### src/rtl/bank_pkg.sv
package bank_pkg;

    // Top region state machine
    typedef enum logic [1:0] {
        TOP_DEV  = 2'd0,
        TOP_DRAM = 2'd1,
        TOP_PROH = 2'd2
    } top_st_t;

    // Decoded bank port command
    typedef enum logic [3:0] {
        OP_NONE       = 4'd0,
        OP_LOW_DRAM   = 4'd1,
        OP_TOP_DRAM   = 4'd2,
        OP_LOW_ROM    = 4'd3,
        OP_TOP_DEV    = 4'd4,
        OP_POWERON    = 4'd5,
        OP_PROHIBIT   = 4'd6,
        OP_UNPROHIBIT = 4'd7,
        OP_OVL_ENTER  = 4'd8,
        OP_OVL_LEAVE  = 4'd9
    } bank_op_t;

    localparam int SEL_W      = 5;
    localparam int SEL_DRAM   = 0;
    localparam int SEL_MROM   = 1;
    localparam int SEL_CROM   = 2;
    localparam int SEL_VRAM   = 3;
    localparam int SEL_KEYTMR = 4;

endpackage

### src/rtl/bank_io_decode.sv
module bank_io_decode
    import bank_pkg::*;
#(
    parameter int          ADDR_W    = 16,
    parameter int          PORT_W    = 8,
    parameter logic [7:0]  PORT_BASE = 8'hE0,
    parameter int          NUM_PORTS = 7
) (
    input  logic              clk,
    input  logic              rst_n,
    input  logic [ADDR_W-1:0] addr,
    input  logic              iorq,
    input  logic              rd,
    input  logic              wr,
    output bank_op_t          op
);

    localparam int IDX_W = $clog2(NUM_PORTS);

    logic              iorq_q;
    logic              io_go;
    logic [PORT_W-1:0] port;
    logic [PORT_W-1:0] offset;
    logic              in_range;
    logic [IDX_W-1:0]  idx;

    always_ff @(posedge clk) begin
        if (!rst_n) iorq_q <= 1'b0;
        else        iorq_q <= iorq;
    end

    // Act only on the first cycle of an I/O access
    assign io_go    = iorq & ~iorq_q;
    assign port     = addr[PORT_W-1:0];
    assign offset   = port - PORT_W'(PORT_BASE);
    assign in_range = (port >= PORT_W'(PORT_BASE)) && (offset < PORT_W'(NUM_PORTS));
    assign idx      = offset[IDX_W-1:0];

    always_comb begin
        op = OP_NONE;
        if (io_go && in_range) begin
            if (wr) begin
                case (idx)
                    IDX_W'(0): op = OP_LOW_DRAM;
                    IDX_W'(1): op = OP_TOP_DRAM;
                    IDX_W'(2): op = OP_LOW_ROM;
                    IDX_W'(3): op = OP_TOP_DEV;
                    IDX_W'(4): op = OP_POWERON;
                    IDX_W'(5): op = OP_PROHIBIT;
                    IDX_W'(6): op = OP_UNPROHIBIT;
                    default:   op = OP_NONE;
                endcase
            end else if (rd) begin
                case (idx)
                    IDX_W'(0): op = OP_OVL_ENTER;
                    IDX_W'(1): op = OP_OVL_LEAVE;
                    default:   op = OP_NONE;
                endcase
            end
        end
    end

    AST_OP_SINGLE_CYCLE: assert property (@(posedge clk) disable iff (!rst_n)
        (op != OP_NONE) |=> (op == OP_NONE));

endmodule

### src/rtl/bank_state_fsm.sv
module bank_state_fsm
    import bank_pkg::*;
(
    input  logic     clk,
    input  logic     rst_n,
    input  logic     mode_new,
    input  bank_op_t op,
    output logic     low_rom,
    output logic     cg_rom,
    output logic     win_vram,
    output top_st_t  top_st
);

    top_st_t top_q, top_d;
    top_st_t save_q, save_d;
    logic    low_q, low_d;
    logic    cg_q, cg_d;
    logic    win_q, win_d;
    logic    svcg_q, svcg_d;
    logic    svwin_q, svwin_d;

    // State register process
    always_ff @(posedge clk) begin
        if (!rst_n) begin
            top_q   <= TOP_DEV;
            save_q  <= TOP_DEV;
            low_q   <= 1'b1;
            cg_q    <= mode_new;
            win_q   <= mode_new;
            svcg_q  <= mode_new;
            svwin_q <= mode_new;
        end else begin
            top_q   <= top_d;
            save_q  <= save_d;
            low_q   <= low_d;
            cg_q    <= cg_d;
            win_q   <= win_d;
            svcg_q  <= svcg_d;
            svwin_q <= svwin_d;
        end
    end

    // Next-state process
    always_comb begin
        top_d   = top_q;
        save_d  = save_q;
        low_d   = low_q;
        cg_d    = cg_q;
        win_d   = win_q;
        svcg_d  = svcg_q;
        svwin_d = svwin_q;
        unique case (op)
            OP_NONE:       ;
            OP_LOW_DRAM: begin
                low_d = 1'b0;
                if (mode_new) cg_d = 1'b0;
            end
            OP_LOW_ROM:    low_d = 1'b1;
            OP_TOP_DRAM:   top_d = TOP_DRAM;
            OP_TOP_DEV:    top_d = TOP_DEV;
            OP_POWERON: begin
                top_d = TOP_DEV;
                low_d = 1'b1;
                cg_d  = mode_new;
                win_d = mode_new;
            end
            OP_PROHIBIT: begin
                save_d = top_q;
                top_d  = TOP_PROH;
            end
            OP_UNPROHIBIT: top_d = save_q;
            OP_OVL_ENTER: begin
                svcg_d  = cg_q;
                svwin_d = win_q;
                cg_d    = 1'b1;
                win_d   = 1'b1;
            end
            OP_OVL_LEAVE: begin
                cg_d  = svcg_q;
                win_d = svwin_q;
            end
            default:       ;
        endcase
    end

    assign low_rom  = low_q;
    assign cg_rom   = cg_q;
    assign win_vram = win_q;
    assign top_st   = top_q;

    AST_PROH_SAVES: assert property (@(posedge clk) disable iff (!rst_n)
        (op == OP_PROHIBIT) |=> (top_q == TOP_PROH && save_q == $past(top_q)));
    AST_UNPROH_RESTORES: assert property (@(posedge clk) disable iff (!rst_n)
        (op == OP_UNPROHIBIT) |=> (top_q == $past(save_q)));
    AST_OVL_ENTERS: assert property (@(posedge clk) disable iff (!rst_n)
        (op == OP_OVL_ENTER) |=> (cg_q && win_q));
    AST_POWERON_MAP: assert property (@(posedge clk) disable iff (!rst_n)
        (op == OP_POWERON) |=> (low_q && top_q == TOP_DEV));

endmodule

### src/rtl/bank_region_decode.sv
module bank_region_decode
    import bank_pkg::*;
#(
    parameter int              ADDR_W      = 16,
    parameter logic [15:0]     KEY_BASE    = 16'hE000,
    parameter int              KEY_SPAN_LG = 3
) (
    input  logic              mode_new,
    input  logic              mreq,
    input  logic [ADDR_W-1:0] addr,
    input  logic              low_rom,
    input  logic              cg_rom,
    input  logic              win_vram,
    input  top_st_t           top_st,
    output logic [SEL_W-1:0]  sel
);

    localparam int PG_W = 4;
    localparam logic [PG_W-1:0] PG_LOW   = 4'h0;
    localparam logic [PG_W-1:0] PG_CG    = 4'h1;
    localparam logic [PG_W-1:0] PG_WIN_O = 4'hC;
    localparam logic [PG_W-1:0] PG_VR_O  = 4'hD;
    localparam logic [PG_W-1:0] PG_TOP_N = 4'hE;
    localparam logic [PG_W-1:0] PG_WIN_N_LO = 4'h8;
    localparam logic [PG_W-1:0] PG_WIN_N_HI = 4'hB;

    logic [PG_W-1:0] page;
    logic            in_top;
    logic            in_win;
    logic            key_hit;

    assign page    = addr[ADDR_W-1 -: PG_W];
    assign in_top  = mode_new ? (page >= PG_TOP_N) : (page >= PG_VR_O);
    assign in_win  = mode_new ? (page >= PG_WIN_N_LO && page <= PG_WIN_N_HI)
                              : (page == PG_WIN_O);
    assign key_hit = (addr[ADDR_W-1:KEY_SPAN_LG] ==
                      KEY_BASE[ADDR_W-1:KEY_SPAN_LG]);

    always_comb begin
        sel = '0;
        if (mreq) begin
            if (page == PG_LOW) begin
                sel[low_rom ? SEL_MROM : SEL_DRAM] = 1'b1;
            end else if (page == PG_CG) begin
                sel[cg_rom ? SEL_CROM : SEL_DRAM] = 1'b1;
            end else if (in_top) begin
                unique case (top_st)
                    TOP_DEV: begin
                        if (mode_new)             sel[SEL_MROM]   = 1'b1;
                        else if (page == PG_VR_O) sel[SEL_VRAM]   = 1'b1;
                        else if (key_hit)         sel[SEL_KEYTMR] = 1'b1;
                        else                      sel[SEL_MROM]   = 1'b1;
                    end
                    TOP_DRAM: sel[SEL_DRAM] = 1'b1;
                    TOP_PROH: sel = '0;
                    default:  sel = '0;
                endcase
            end else if (in_win) begin
                sel[win_vram ? SEL_VRAM : SEL_DRAM] = 1'b1;
            end else begin
                sel[SEL_DRAM] = 1'b1;
            end
        end
    end

endmodule

### src/rtl/bank_map_ctrl.sv
module bank_map_ctrl
    import bank_pkg::*;
#(
    parameter int ADDR_W = 16
) (
    input  logic              clk,
    input  logic              rst_n,
    input  logic              mode_new,
    input  logic [ADDR_W-1:0] addr,
    input  logic              mreq,
    input  logic              iorq,
    input  logic              rd,
    input  logic              wr,
    output logic [SEL_W-1:0]  sel
);

    bank_op_t op;
    logic     low_rom;
    logic     cg_rom;
    logic     win_vram;
    top_st_t  top_st;

    bank_io_decode #(
        .ADDR_W (ADDR_W)
    ) io_dec_i (
        .clk   (clk),
        .rst_n (rst_n),
        .addr  (addr),
        .iorq  (iorq),
        .rd    (rd),
        .wr    (wr),
        .op    (op)
    );

    bank_state_fsm state_i (
        .clk      (clk),
        .rst_n    (rst_n),
        .mode_new (mode_new),
        .op       (op),
        .low_rom  (low_rom),
        .cg_rom   (cg_rom),
        .win_vram (win_vram),
        .top_st   (top_st)
    );

    bank_region_decode #(
        .ADDR_W (ADDR_W)
    ) region_i (
        .mode_new (mode_new),
        .mreq     (mreq),
        .addr     (addr),
        .low_rom  (low_rom),
        .cg_rom   (cg_rom),
        .win_vram (win_vram),
        .top_st   (top_st),
        .sel      (sel)
    );

    AST_SEL_ONEHOT: assert property (@(posedge clk) disable iff (!rst_n)
        $onehot0(sel));
    AST_SEL_IDLE: assert property (@(posedge clk) disable iff (!rst_n)
        !mreq |-> (sel == '0));
    AST_SEL_PRESENT: assert property (@(posedge clk) disable iff (!rst_n)
        (mreq && top_st != TOP_PROH) |-> ($countones(sel) == 1));
    AST_PROH_EMPTY: assert property (@(posedge clk) disable iff (!rst_n)
        (mreq && top_st == TOP_PROH && addr[ADDR_W-1 -: 3] == 3'b111) |-> (sel == '0));

endmodule

### config.mk
export PLATFORM = sky130hd
export DESIGN_NAME = bank_map_ctrl
export DESIGN_NICKNAME = d
export VERILOG_FILES = /design/src/rtl/bank_pkg.sv /design/src/rtl/bank_io_decode.sv /design/src/rtl/bank_state_fsm.sv /design/src/rtl/bank_region_decode.sv /design/src/rtl/bank_map_ctrl.sv
export SDC_FILE = /design/constraint.sdc
export NUM_CORES = 1
export LEC_CHECK = 0
export CORE_MARGIN = 1
export CORE_UTILIZATION = 35
export CTS_CLUSTER_SIZE = 20
export DETAILED_ROUTE_END_ITERATION = 10
export DONT_BUFFER_PORTS = 1
export GPL_TIMING_DRIVEN = 1
export SLEW_MARGIN = 20
export SYNTH_ARGS = -nofsm -noshare
export SYNTH_HDL_FRONTEND = slang
export SYNTH_SLANG_ARGS = --single-unit
### constraint.sdc
create_clock -name clk -period 3.1 [get_ports clk]
set_clock_uncertainty 0.05 [all_clocks]
set_input_delay 0.465 -clock clk [delete_from_list [all_inputs] [get_ports clk]]
set_output_delay 0.465 -clock clk [all_outputs]
set_load 0.02 [all_outputs]
# After elaboration in Yosys (flattened, before gate mapping)
# Cells that the tools add are included.
[classes] add_sub_neg=1 n_div=0 mul=0 bitwise_logic=2 mux=43 n_reduce_logical=14 n_eq_ne=24 order_cmp=12 shift=0
[op_table] cell="$ge 32x1->1 const B" count=3
[op_table] cell="$lt 32x5->1 const B" count=3
[op_table] cell="$mux 1" count=22
[op_table] cell="$pmux 3 s7" count=1
[op_table] cell="$mux 5" count=4
[op_table] cell="$eq 4x3->1 const B" count=4
[op_table] cell="$eq 4x4->1 const B" count=4
[op_table] cell="$mux 4" count=4
[op_table] cell="$eq 13x13->1 const B" count=1
[op_table] cell="$ge 4x4->1 const B" count=3
[op_table] cell="$demux 1 s3" count=3
[op_table] cell="$eq 3x3->1 const B" count=3
[op_table] cell="$eq 4x1->1 const B" count=2
[op_table] cell="$eq 4x2->1 const B" count=2
[op_table] cell="$ge 8x8->1 const B" count=1
[op_table] cell="$lt 8x3->1 const B" count=1
[op_table] cell="$mux 2" count=4
[op_table] cell="$pmux 2 s4" count=1
[op_table] cell="$pmux 4 s2" count=1
[op_table] cell="$sub 8x8->8 const B" count=1
[op_table] cell="$eq 3x2->1 const B" count=2
[op_table] cell="$logic_and 1x1->1" count=6
[op_table] cell="$ne 5x1->1 const B" count=1
[op_table] cell="$le 4x4->1 const B" count=1
[op_table] cell="other kinds (17)" count=18
[word_totals] out_inout_bits=5 latch_bits=0 in_bits=23 elab_cells=104 ram_bits=0 reg_bits=10 n_memories=0 romBits=0

# Logic depth before layout (Yosys ltp)
# Gate-level depths: netlist of the first run.
[logic_depth] ltp_word=10 depth_mapped=6 depth_no_buf=6

# Cells and area by module
# From an unflattened synthesis of the first run, not the netlist that was laid out.
[hier_totals] cells_unflattened=102 hier_area_um2=873.3
[modules_own_cells] module="bank_state_fsm" seq_area_each_um2=220.2 n_inst=1 area_per_inst_um2=510.5 cells_per_inst=54
[modules_own_cells] module="bank_region_decode" seq_area_each_um2=0.0 n_inst=1 area_per_inst_um2=212.7 cells_per_inst=31
[modules_own_cells] module="bank_io_decode" seq_area_each_um2=20.0 n_inst=1 area_per_inst_um2=150.1 cells_per_inst=17

# Worst setup path after synthesis of the first run
# OpenSTA, ideal clock, no wires.
[synth_path] kind="input port to flip-flop" from="input port addr[5]" to="register state_i.svcg_q (enable)" setup_time_ps=337 t_arrival_ps=1704 path_stages=6 setup_slack_ps=1009 required_time_ps=2713 n_path_buf=0 path_cell_list="inv_1 ha_1 and4bb_1 nand2_2 or2_4 o41ai_2"
[synth_via] elab_chain_len=7 elab_cells_between_ends=8 classes_between="1 x add/sub; 2 x order compare; 2 x eq/ne; 1 x mux; 2 x reduce/logical"
[synth_lines] item="start: declaration" line="bank_map_ctrl.sv:9" source="input logic [ADDR_W-1:0] addr,"
[synth_lines] item="$sub 8x8->8" line="bank_io_decode.sv:35" source="assign offset = port - PORT_W'(PORT_BASE);"
[synth_lines] item="$lt 8x3->1" line="bank_io_decode.sv:36" source="assign in_range = (port >= PORT_W'(PORT_BASE)) && (offset < PORT_W'(NUM_PORTS));"
[synth_lines] item="$logic_and 1x1->1 *" line="bank_io_decode.sv:36"
[synth_lines] item="$logic_and 1x1->1 *" line="bank_io_decode.sv:41" source="if (io_go && in_range) begin"
[synth_lines] item="$mux 4 *" line="bank_io_decode.sv:41"
[synth_lines] item="$eq 4x4->1 *" line="bank_state_fsm.sv:52" source="unique case (op)"
[synth_lines] item="$ne 2x1->1 (no source line) *"
[synth_lines] item="end signal: assignment" line="bank_state_fsm.sv:30" source="svcg_q <= mode_new;"
[synth_lines] item="end signal: assignment" line="bank_state_fsm.sv:38" source="svcg_q <= svcg_d;"
[synth_lines] item="end: declaration" line="bank_state_fsm.sv:19" source="logic svcg_q, svcg_d;"
# Mark *: on every way between the ends. The rest lies on a longest branch, timed or not.
# A chain may end at the register's enable or synchronous reset.

# Worst setup path after layout of the first run
[layout_path] from="input port mode_new" to="output port sel[3]"
[layout_via] elab_chain_len=6 elab_cells_between_ends=9 classes_between="9 x mux"
[layout_lines] item="start: declaration" line="bank_map_ctrl.sv:8" source="input logic mode_new,"
[layout_lines] item="$mux 1 / $mux 2 (equally long branches)" line="bank_region_decode.sv:34, bank_region_decode.sv:49"
[layout_lines] item="$mux 4 / $mux 2 (equally long branches)" line="bank_region_decode.sv:58, bank_region_decode.sv:47"
[layout_lines] item="$mux 5 *" line="bank_region_decode.sv:46" source="end else if (in_top) begin"
[layout_lines] item="$mux 5 *" line="bank_region_decode.sv:44" source="end else if (page == PG_CG) begin"
[layout_lines] item="$mux 5 *" line="bank_region_decode.sv:42" source="if (page == PG_LOW) begin"
[layout_lines] item="$mux 5 *" line="bank_region_decode.sv:41" source="if (mreq) begin"
[layout_lines] item="end: declaration" line="bank_map_ctrl.sv:14" source="output logic [SEL_W-1:0] sel"
# Marks and branches as above.

==> reports/qor.yml, run 1 <==
die:
  die_area_mm2: 0.00265
  die_h_um: 51.5
  row_count: 17
  coreArea_mm2: 0.00225
  fp.dieW_um: 51.5
  ioPinCount: 28
  start_util: 0.381
synthesis:
  synthCells: 105
  synth_cell_types: 42
  ys.flop_type: "dfxtp_1"
  synth_top_area_frac: 0.140
  synth_most_common_cell: "nand2_1"
  synth-compound-area-share: 0.182
  synthAdderAreaFrac: 0.0292
  synth-edff-count: 4
  synth.area.mux_share: 0.0466
  synth_area_leader_cell: "dfxtp_1"
  synth_top_family_by_area: "simple AND/OR/NAND/NOR gates"
  synth-seq-area-share: 0.280
  synth.avg_cell_area_um2: 8.17
  yosysWarnings: 0
  synth_xor_area_frac: 0.0102
  synthTopCellsByArea: "dfxtp_1 14%, edfxtp_1 14%, nand2_1 6.6%, mux2i_1 4.7%, nor2_1 3.9%"
  synthesis.area_um2: 858
  yosys-top-cells-count: "15 x nand2_1, 9 x nor2_1, 6 x dfxtp_1, 6 x inv_1, 5 x o21ai_0"
  ys_ff_latch: 10
  yosys.area_share.simple: 0.399
  synthArstFlopShare: 0
  synthesis.nets: 130
setup_path:
  path_cells: "or4b_1 -> o21ai_0 -> nand3_1 -> a21oi_1"
  crit_start: "mode_new"
  critPathCaptureType: "primary output"
  crit_cells: 4
  crit_required_ns: 2.58
  cpMaxStageDelayCell: "or4b_1"
  crit_arrival_ns: 1.59
  crit-reg2reg-launch: "io_dec_i.iorq_q$_SDFF_PN0_"
  r2r-end: "state_i.svcg_q$_DFFE_PP_"
  reg2reg_slack_ns: 1.44
  max_stage_delay_ns: 0.50
  crit_path_start_kind: "primary input"
  worstSetupEndpoint: "sel[3]"
  critical_path_peak_fanout: 7
  path_buf_inv: 0
  path_class: "primary input to primary output"
  rr_worst_depth: 4
  critPathTopFamily: "simple AND/OR/NAND/NOR gates"
cells_and_area:
  drive_gt1_frac: 0.0962
  area_delta_synth_final_pct: 4.52
  finish.instance_area_um2: 897
  diodes: 0
  nets: 130
  final_core_util: 0.398
sta:
  rsz0062_at_grt: "no"
  final-setup-viol-count: 0
  fin_tns_setup_ns: 0
  final.min_clock_period_ns: 2.11
  fmax_ghz: 0.474
  slew_violations: 0
  maxSlewHeadroom: 0.699
  min_period_over_period: 0.680
  worst_pin_slew_ns: 0.452
  hold_viol_final: 0
route:
  routed_wl_mm: 1.90
  drtAntennaViolNets: 0
  drtIter0Drc: 23
  viasPerCell: 5.86
  drc_errors: 0
  vias: 773
  dr.pass1.iters: 4
  drt-wirelength-per-cell_um: 14.4
job:
  maxCapViolCount: 0
clocking:
  clock_latency_ns: 0.28
  numCtsBuffers: 3
  cts_max_level: 1
  post_cts_resized: 0
  post_cts_buffers: 0
  hold_buffers: 0
  path_clk_slew_ns: 0.07
  cts_tree: "done"
  cts_root_buffer: "clkbuf_4"
  clk_path_buf_depth: 2
  cts.sinks: 10
placement:
  post_dp_cell_area_um2: 871
  gp_congestion: 0.821
  hpwl_mm: 1.49
  io_buffers: 0
global_route:
  grt_pass1_vias: 685
  grt_pass1_wl_mm: 3.02
  track_usage: 0.154
  grt_max_degree: 18
  antenna_found_initial: 0
  gr-total-overflow: 0
power_and_ir_drop:
  p_leak_nw: 0.323
  ir_drop_v: 0.000222
  powerDensity_mw_per_mm2: 315
  p_total_mw: 0.283
min_path:
  hold_class: "primary input to register"
run_status:
  run_status: "finished, final reports clean"
## worst register-to-register path, stage by stage (launching register included)
cell	delay (ns)
dfxtp_1	0.30
and4bb_1	0.25
nand2_2	0.12
or2_4	0.28
o41ai_2	0.35
## worst min path at each step
| stage | from | to | depth (start not counted) |
|---|---|---|---|
| global route | iorq | io_dec_i.iorq_q$_SDFF_PN0_ | 1 |
| global placement | state_i.save_q[0]$_SDFFE_PN0P_ | state_i.save_q[0]$_SDFFE_PN0P_ | 2 |
| floorplan | state_i.save_q[0]$_SDFFE_PN0P_ | state_i.save_q[0]$_SDFFE_PN0P_ | 2 |
| finish | iorq | io_dec_i.iorq_q$_SDFF_PN0_ | 1 |
| detailed placement | state_i.save_q[0]$_SDFFE_PN0P_ | state_i.save_q[0]$_SDFFE_PN0P_ | 2 |
| CTS | iorq | io_dec_i.iorq_q$_SDFF_PN0_ | 1 |
## registers in the layout (all words and copies together), names as in the netlist
register	count
io_dec_i.iorq_q	1
state_i.svwin_q	1
state_i.cg_rom	1
state_i.win_vram	1
state_i.save_q	2
state_i.low_rom	1
state_i.svcg_q	1
state_i.top_st	2
## cells in the final DEF, fill, tap and decap left out, types with 3 or more instances in the layout
master	synthesis	final
nand3_1	3	3
o21ai_0	5	5
edfxtp_1	4	4
nor3_1	3	3
mux2i_1	4	4
dfxtp_1	6	6
clkbuf_4	0	3
nor2_1	9	9
inv_1	6	6
nor2b_1	4	4
nand2_1	15	15
o31ai_1	3	3
## metrics by stage
stage	worst slack, ns	instances	hold WS [ns]
6_report	0.992	132	0.257
5_1_grt	0.930	132	0.249
4_1_cts	1.00	132	0.264
3_5_place_dp	0.915	128	0.403
3_3_place_gp	0.950	128	0.397
2_1_floorplan	1.01	105	0.385
## power by group
group | internal [mW] | total, mW | switching [mW] | leakage (nW)
Sequential | 0.142 | 0.144 | 0.00189 | 0.0879
Clock | 0.0467 | 0.102 | 0.0548 | 0.0154
Combinational | 0.0182 | 0.0372 | 0.0190 | 0.220
Total | 0.207 | 0.283 | 0.0757 | 0.323
## area by class of cell
cell class | instances | area, µm²
fillers | 234 | 1360
clock inverters | 1 | 3.75
clock buffers | 3 | 22.5
multi-input cells | 84 | 573
inverters | 6 | 22.5
flip-flops and latches | 10 | 240
well taps | 28 | 35.0
## layer usage
| layer | vias up | share of wire | GRT usage |
|---|---|---|---|
| met5 | - | 0 | 0 |
| met4 | 0 | 0.015 | 0.0811 |
| met3 | 4 | 0.067 | 0.0380 |
| met2 | 40 | 0.44 | 0.245 |
| met1 | 343 | 0.48 | 0.191 |
| li1 | 386 | - | - |
## kinds of logic after synthesis
group           after synthesis
buf+inv                      11
compound gates               21
simple gates                 56
mux                           4
flops                        10
xor+xnor                      1
fa+ha+maj                     2
Power figures use the tool's default switching activity.
==> run 2, diff against run 1 <==
==> constraint.sdc (replaced) <==
create_clock -name clk -period 2.2 [get_ports clk]
set_clock_uncertainty 0.05 [all_clocks]
set_input_delay 0.33 -clock clk [delete_from_list [all_inputs] [get_ports clk]]
set_output_delay 0.33 -clock clk [all_outputs]
set_load 0.02 [all_outputs]
==> run 2 against run 1 <==
Net effect: power grew 43%; utilization grew 0.33 points; clock power grew 46%; combinational power grew 43%; register-to-register slack lost 0.82 ns; highest routed layer unchanged.
==> reports/qor.yml, run 2 (synthesis results as in run 1) <==
cells_and_area:
  diodes: 0  # unchanged
  area_delta_synth_final_pct: 5.39
  final_cells: 133  # +0.76%
  drive_gt1_frac: 0.105  # +0.00861
  layout_common_cells: "15 x nand2_1, 9 x nor2_1, 6 x inv_1, 6 x dfxtp_1, 5 x o21ai_0"
  nets: 131  # +0.77%
  fillers: 238  # +1.7%
  layout_commonest_cell: "nand2_1"
route:
  wl_met2_um: 873  # +5.2%
  drt-wirelength-per-cell_um: 15.3  # +6.4%
  routed.top_layer: "met4"
  dr.pass1.iters: 4  # unchanged
  vias: 778  # +0.65%
  wl_met3_um: 120  # -5.5%
  drtIter0Drc: 14  # -39%
  met1_length_um: 992  # +8.9%
  drtAntennaViolNets: 0  # unchanged
  viasPerCell: 5.85  # -0.11%
  drc_errors: 0  # unchanged
  routed_wl_mm: 2.03  # +7.2%
die:
  coreArea_mm2: 0.00225  # unchanged
  start_util: 0.381  # unchanged
  row_count: 17  # unchanged
  fp.dieW_um: 51.5  # unchanged
  die_h_um: 51.5  # unchanged
  ioPinCount: 28  # unchanged
  die_area_mm2: 0.00265  # unchanged
setup_path:
  critPathCaptureType: "primary output"
  crit_arrival_ns: 1.42  # -0.17 ns
  crit_required_ns: 1.82  # -0.76 ns
  crit_path_start_kind: "primary input"
  critical_path_peak_fanout: 7  # unchanged
  crit-reg2reg-launch: "io_dec_i.iorq_q$_SDFF_PN0_"
  path_class: "primary input to primary output"
  crit_start: "mode_new"
min_path:
  hold_class: "primary input to register"
  hold_start: "iorq"
global_route:
  grt_pass1_vias: 723  # +5.5%
  gr-total-overflow: 0  # unchanged
  grt_pass1_wl_mm: 3.41  # +13%
  grt_max_degree: 18  # unchanged
  track_usage: 0.176  # +0.0218
  antenna_found_initial: 0  # unchanged
clocking:
  post_cts_resized: 0  # unchanged
  cts_max_level: 1  # unchanged
  cts.sinks: 10  # unchanged
  path_clk_slew_ns: 0.07  # about the same
  cts_tree: "done"
  numCtsBuffers: 3  # unchanged
  post_cts_buffers: 0  # unchanged
  cts_root_buffer: "clkbuf_4"
  clk_path_buf_depth: 2  # unchanged
  hold_buffers: 0  # unchanged
  clock_latency_ns: 0.28  # about the same
sta:
  hold_viol_final: 0  # unchanged
  rsz0062_at_grt: "no"
  fmax_ghz: 0.555
  final.min_clock_period_ns: 1.80
  hold_slack_ns: 0.125  # -0.132 ns
  slew_violations: 0  # unchanged
  min_period_over_period: 0.819
  final-setup-viol-count: 0  # unchanged
  maxSlewHeadroom: 0.696  # -0.00375
  fin_tns_setup_ns: 0  # unchanged
  worst_pin_slew_ns: 0.458  # +0.00565 ns
power_and_ir_drop:
  powerDensity_mw_per_mm2: 447  # +42%
  ir_drop_v: 0.000233  # +5.1%
  p_leak_nw: 0.327  # +1.2%
job:
  maxCapViolCount: 0  # unchanged
placement:
  io_buffers: 0  # unchanged
  hpwl_mm: 1.54  # +2.9%
  placed_cells: 129  # +0.78%
  gp_congestion: 0.796  # -3.0%
run_status:
  run_status: "finished, final reports clean"
run 2: per-layer routing:
metal / track usage / up-vias
li1: - / 388
met1: 0.230 / 360
met2: 0.258 / 25
met3: 0.0439 / 5
met4: 0.108 / 0
met5: 0 / -
run 2: path summary, 6_finish.rpt:
check / end / slack (ns) / depth (start not counted)
setup / recovery: sel[3] / 0.40 / 4
hold reg to reg: state_i.save_q[1]$_SDFFE_PN0P_ / 0.42 / 2
hold / removal: io_dec_i.iorq_q$_SDFF_PN0_ / 0.13 / 1
setup reg to reg: state_i.svcg_q$_DFFE_PP_ / 0.62 / 4
run 2: layout make-up:
type	instances	area, µm²	share of cell area
clock buffers	4	26.3	0.0290
repair buffers	1	7.51	0.00830
well taps	28	35.0	0.0387
inverters	6	22.5	0.0249
flip-flops and latches	10	240	0.266
multi-input cells	84	573	0.633
run 2: power by group:
part	switching [mW]	total (mW)	internal, mW
sequential	0.00255	0.203	0.200
combinational	0.0272	0.0531	0.0259
clock	0.0782	0.149	0.0705
total	0.108	0.404	0.297
run 2: critical path: stages:
cell	delay [ns]
or4b_1	0.49
o21ai_0	0.09
nand3_1	0.12
a21oi_1	0.39
run 2: through the flow:
| step | instance area, µm² | utilization | power, mW | setup WS, ns |
|---|---|---|---|---|
| after floorplan | 858 | - | 0.263 | 0.244 |
| after global routing | 905 | 0.401 | 0.421 | 0.253 |
| after CTS | 905 | 0.401 | 0.408 | 0.388 |
| after detailed placement | 878 | 0.390 | 0.260 | 0.239 |
| final | 905 | 0.401 | 0.404 | 0.399 |
| after global placement | 878 | 0.390 | 0.259 | 0.260 |
==> run 3, diff against run 2 <==
==> constraint.sdc (replaced) <==
create_clock -name clk -period 1.5 [get_ports clk]
set_clock_uncertainty 0.05 [all_clocks]
set_input_delay 0.225 -clock clk [delete_from_list [all_inputs] [get_ports clk]]
set_output_delay 0.225 -clock clk [all_outputs]
set_load 0.02 [all_outputs]
==> run 3 against run 2 <==
Net effect: the run now ends with negative setup slack left; worst setup slack worse by 0.43 ns; via count rose by 8.7%; worst hold slack worse by 0.10 ns; combinational power up 87%; critical path depth unchanged; design area rose by 16%; utilization increased by 6.4 points; sequential cell count did not move; critical path type is now register to register; critical endpoint is now state_i.svwin_q$_DFFE_PP_; largest power group unchanged; highest routed layer unchanged.
==> reports/qor.yml, run 3 (synthesis results as in run 1) <==
run_status:
  run_status: "finished with violations"
  failed_checks: "negative setup slack"
setup_path:
  critical_path_peak_fanout: 5  # -2
  crit_required_ns: 1.40  # -0.42 ns
  reg2reg_slack_ns: -0.03  # -0.65 ns
  crit-reg2reg-launch: "io_dec_i.iorq_q$_SDFF_PN0_"
  rr_worst_depth: 4  # unchanged
  critPathCaptureType: "register"
  path_class: "register to register"
  crit_arrival_ns: 1.43  # about the same
  crit_path_start_kind: "register"
  r2r-end: "state_i.svwin_q$_DFFE_PP_"
die:
  fp.dieW_um: 51.5  # unchanged
  start_util: 0.381  # unchanged
  coreArea_mm2: 0.00225  # unchanged
  die_h_um: 51.5  # unchanged
  ioPinCount: 28  # unchanged
  row_count: 17  # unchanged
  die_area_mm2: 0.00265  # unchanged
sta:
  maxSlewHeadroom: 0.748  # +0.0525
  slew_violations: 0  # unchanged
  hold_viol_final: 0  # unchanged
  min_period_over_period: 1.02
  worst_pin_slew_ns: 0.376  # -0.0816 ns
  fmax_ghz: 0.654
  rsz0062_at_grt: "yes"
  hold_slack_ns: 0.0217  # -0.103 ns
  final-setup-viol-count: 3  # +3
  final.min_clock_period_ns: 1.53
  layout_setup_ws_ns: -0.0291  # -0.428 ns
placement:
  io_buffers: 0  # unchanged
  hpwl_mm: 1.64  # +6.4%
  gp_congestion: 0.802  # +0.77%
  placed_cells: 132  # +2.3%
global_route:
  track_usage: 0.186  # +0.00980
  grt_pass1_vias: 774  # +7.1%
  grt_pass1_wl_mm: 3.63  # +6.5%
  grt_max_degree: 18  # unchanged
  antenna_found_initial: 0  # unchanged
  gr-total-overflow: 0  # unchanged
cells_and_area:
  nets: 136  # +3.8%
  final_cells: 138  # +3.8%
  area_delta_synth_final_pct: 22.3
  layout_common_cells: "15 x nand2_1, 7 x nor2_1, 6 x buf_4"
  layout_commonest_cell: "nand2_1"
  drive_gt1_frac: 0.300  # +0.195
  diodes: 0  # unchanged
min_path:
  worstHoldEndpoint: "state_i.low_rom$_SDFFE_PN1P_"
  hold_class: "primary input to register"
  hold_depth: 1  # unchanged
  hold_start: "rst_n"
clocking:
  path_clk_slew_ns: 0.08  # about the same
  cts_tree: "done"
  clock_latency_ns: 0.26  # -0.02 ns
  cts_max_level: 1  # unchanged
  cts_root_buffer: "clkbuf_4"
  cts.sinks: 10  # unchanged
  numCtsBuffers: 3  # unchanged
  clk_path_buf_depth: 2  # unchanged
power_and_ir_drop:
  powerDensity_mw_per_mm2: 570  # +27%
  p_total_mw: 0.598  # +48%
  p_int_mw: 0.445  # +50%
  sw_frac_of_total: 0.256  # -0.0110
  seq_power_share: 0.496  # -0.005
  power.switching_mw: 0.153  # +42%
  p_leak_nw: 0.389  # +19%
  ir_drop_v: 0.000289  # +24%
  pwr-share-clk: 0.338  # -0.030
  combinationalPowerShare: 0.166  # +0.035
route:
  drt-wirelength-per-cell_um: 16.1  # +5.3%
  vias: 846  # +8.7%
  routed.top_layer: "met4"
  drtAntennaViolNets: 0  # unchanged
  routed_wl_mm: 2.22  # +9.2%
  drc_errors: 0  # unchanged
  dr.pass1.iters: 4  # unchanged
  wl_met3_um: 137  # +14%
  viasPerCell: 6.13  # +4.8%
  wl_met2_mm: 1.07  # +22%
  drtIter0Drc: 10  # -4
  met1_length_um: 983  # -0.91%
job:
  maxCapViolCount: 0  # unchanged
## run 3: cell types whose count changed in the layout (fill, tap and decap cells not counted), moves of 2 or more
cell	change
dfxtp_1	-2
nor2_1	-2
nor3_2	+2
nor3_1	-3
inv_1	-2
buf_4	+5
## run 3: layout make-up
cell class                 count  area, µm²
timing repair buffer           6       45.0
fill                         228       1200
inverter                       6       35.0
multi-input combinational     84        663
clock buffer                   4       26.3
sequential                    10        245
tap                           28       35.0
## run 3: power groups by stage
stage	clock network, mW	registers, mW	logic [mW]
floorplan	0	0.303	0.0912
global placement	0	0.304	0.0857
detailed placement	0	0.305	0.0875
CTS	0.204	0.296	0.0950
global route	0.223	0.297	0.109
finish	0.202	0.297	0.0995
## run 3: timing repair
action	4_1_cts	5_1_grt
hold buffers	0	0
pin swaps	4	4
setup buffers	2	0
gates resized for setup	9	11
setup endpoints to repair	6	11
## run 3: worst max path at each step
stage / endpoint / cells after the start / start
after floorplan: state_i.svcg_q$_DFFE_PP_ / 6 / addr[6]
after global placement: state_i.svwin_q$_DFFE_PP_ / 6 / addr[6]
after detailed placement: state_i.svwin_q$_DFFE_PP_ / 6 / addr[6]
after CTS: state_i.svwin_q$_DFFE_PP_ / 4 / io_dec_i.iorq_q$_SDFF_PN0_
after global routing: state_i.svcg_q$_DFFE_PP_ / 4 / io_dec_i.iorq_q$_SDFF_PN0_
final: state_i.svwin_q$_DFFE_PP_ / 4 / io_dec_i.iorq_q$_SDFF_PN0_
## run 3: per-stage QoR
step / setup slack [ns] / setup TNS [ns] / util / instance area [µm²]
3_5_place_dp: -0.181 / -0.970 / 0.417 / 941
3_3_place_gp: -0.157 / -0.652 / 0.417 / 941
5_1_grt: -0.0904 / -0.352 / 0.466 / 1050
2_1_floorplan: -0.181 / -0.634 / - / 898
4_1_cts: -0.0267 / -0.0534 / 0.449 / 1010
6_report: -0.0291 / -0.0623 / 0.466 / 1050
## run 3: layer usage
| layer | global-route usage | up-vias |
|---|---|---|
| met3 | 0.0409 | 4 |
| met4 | 0.0676 | 0 |
| met5 | 0 | - |
| met1 | 0.234 | 402 |
| met2 | 0.307 | 41 |
| li1 | - | 399 |
## run 3: critical path, stage by stage, from the launching register on
cell and delay, ns:
dfxtp_1 0.31, and4bb_1 0.27, nand2_2 0.06, or2_4 0.29, o41ai_4 0.25
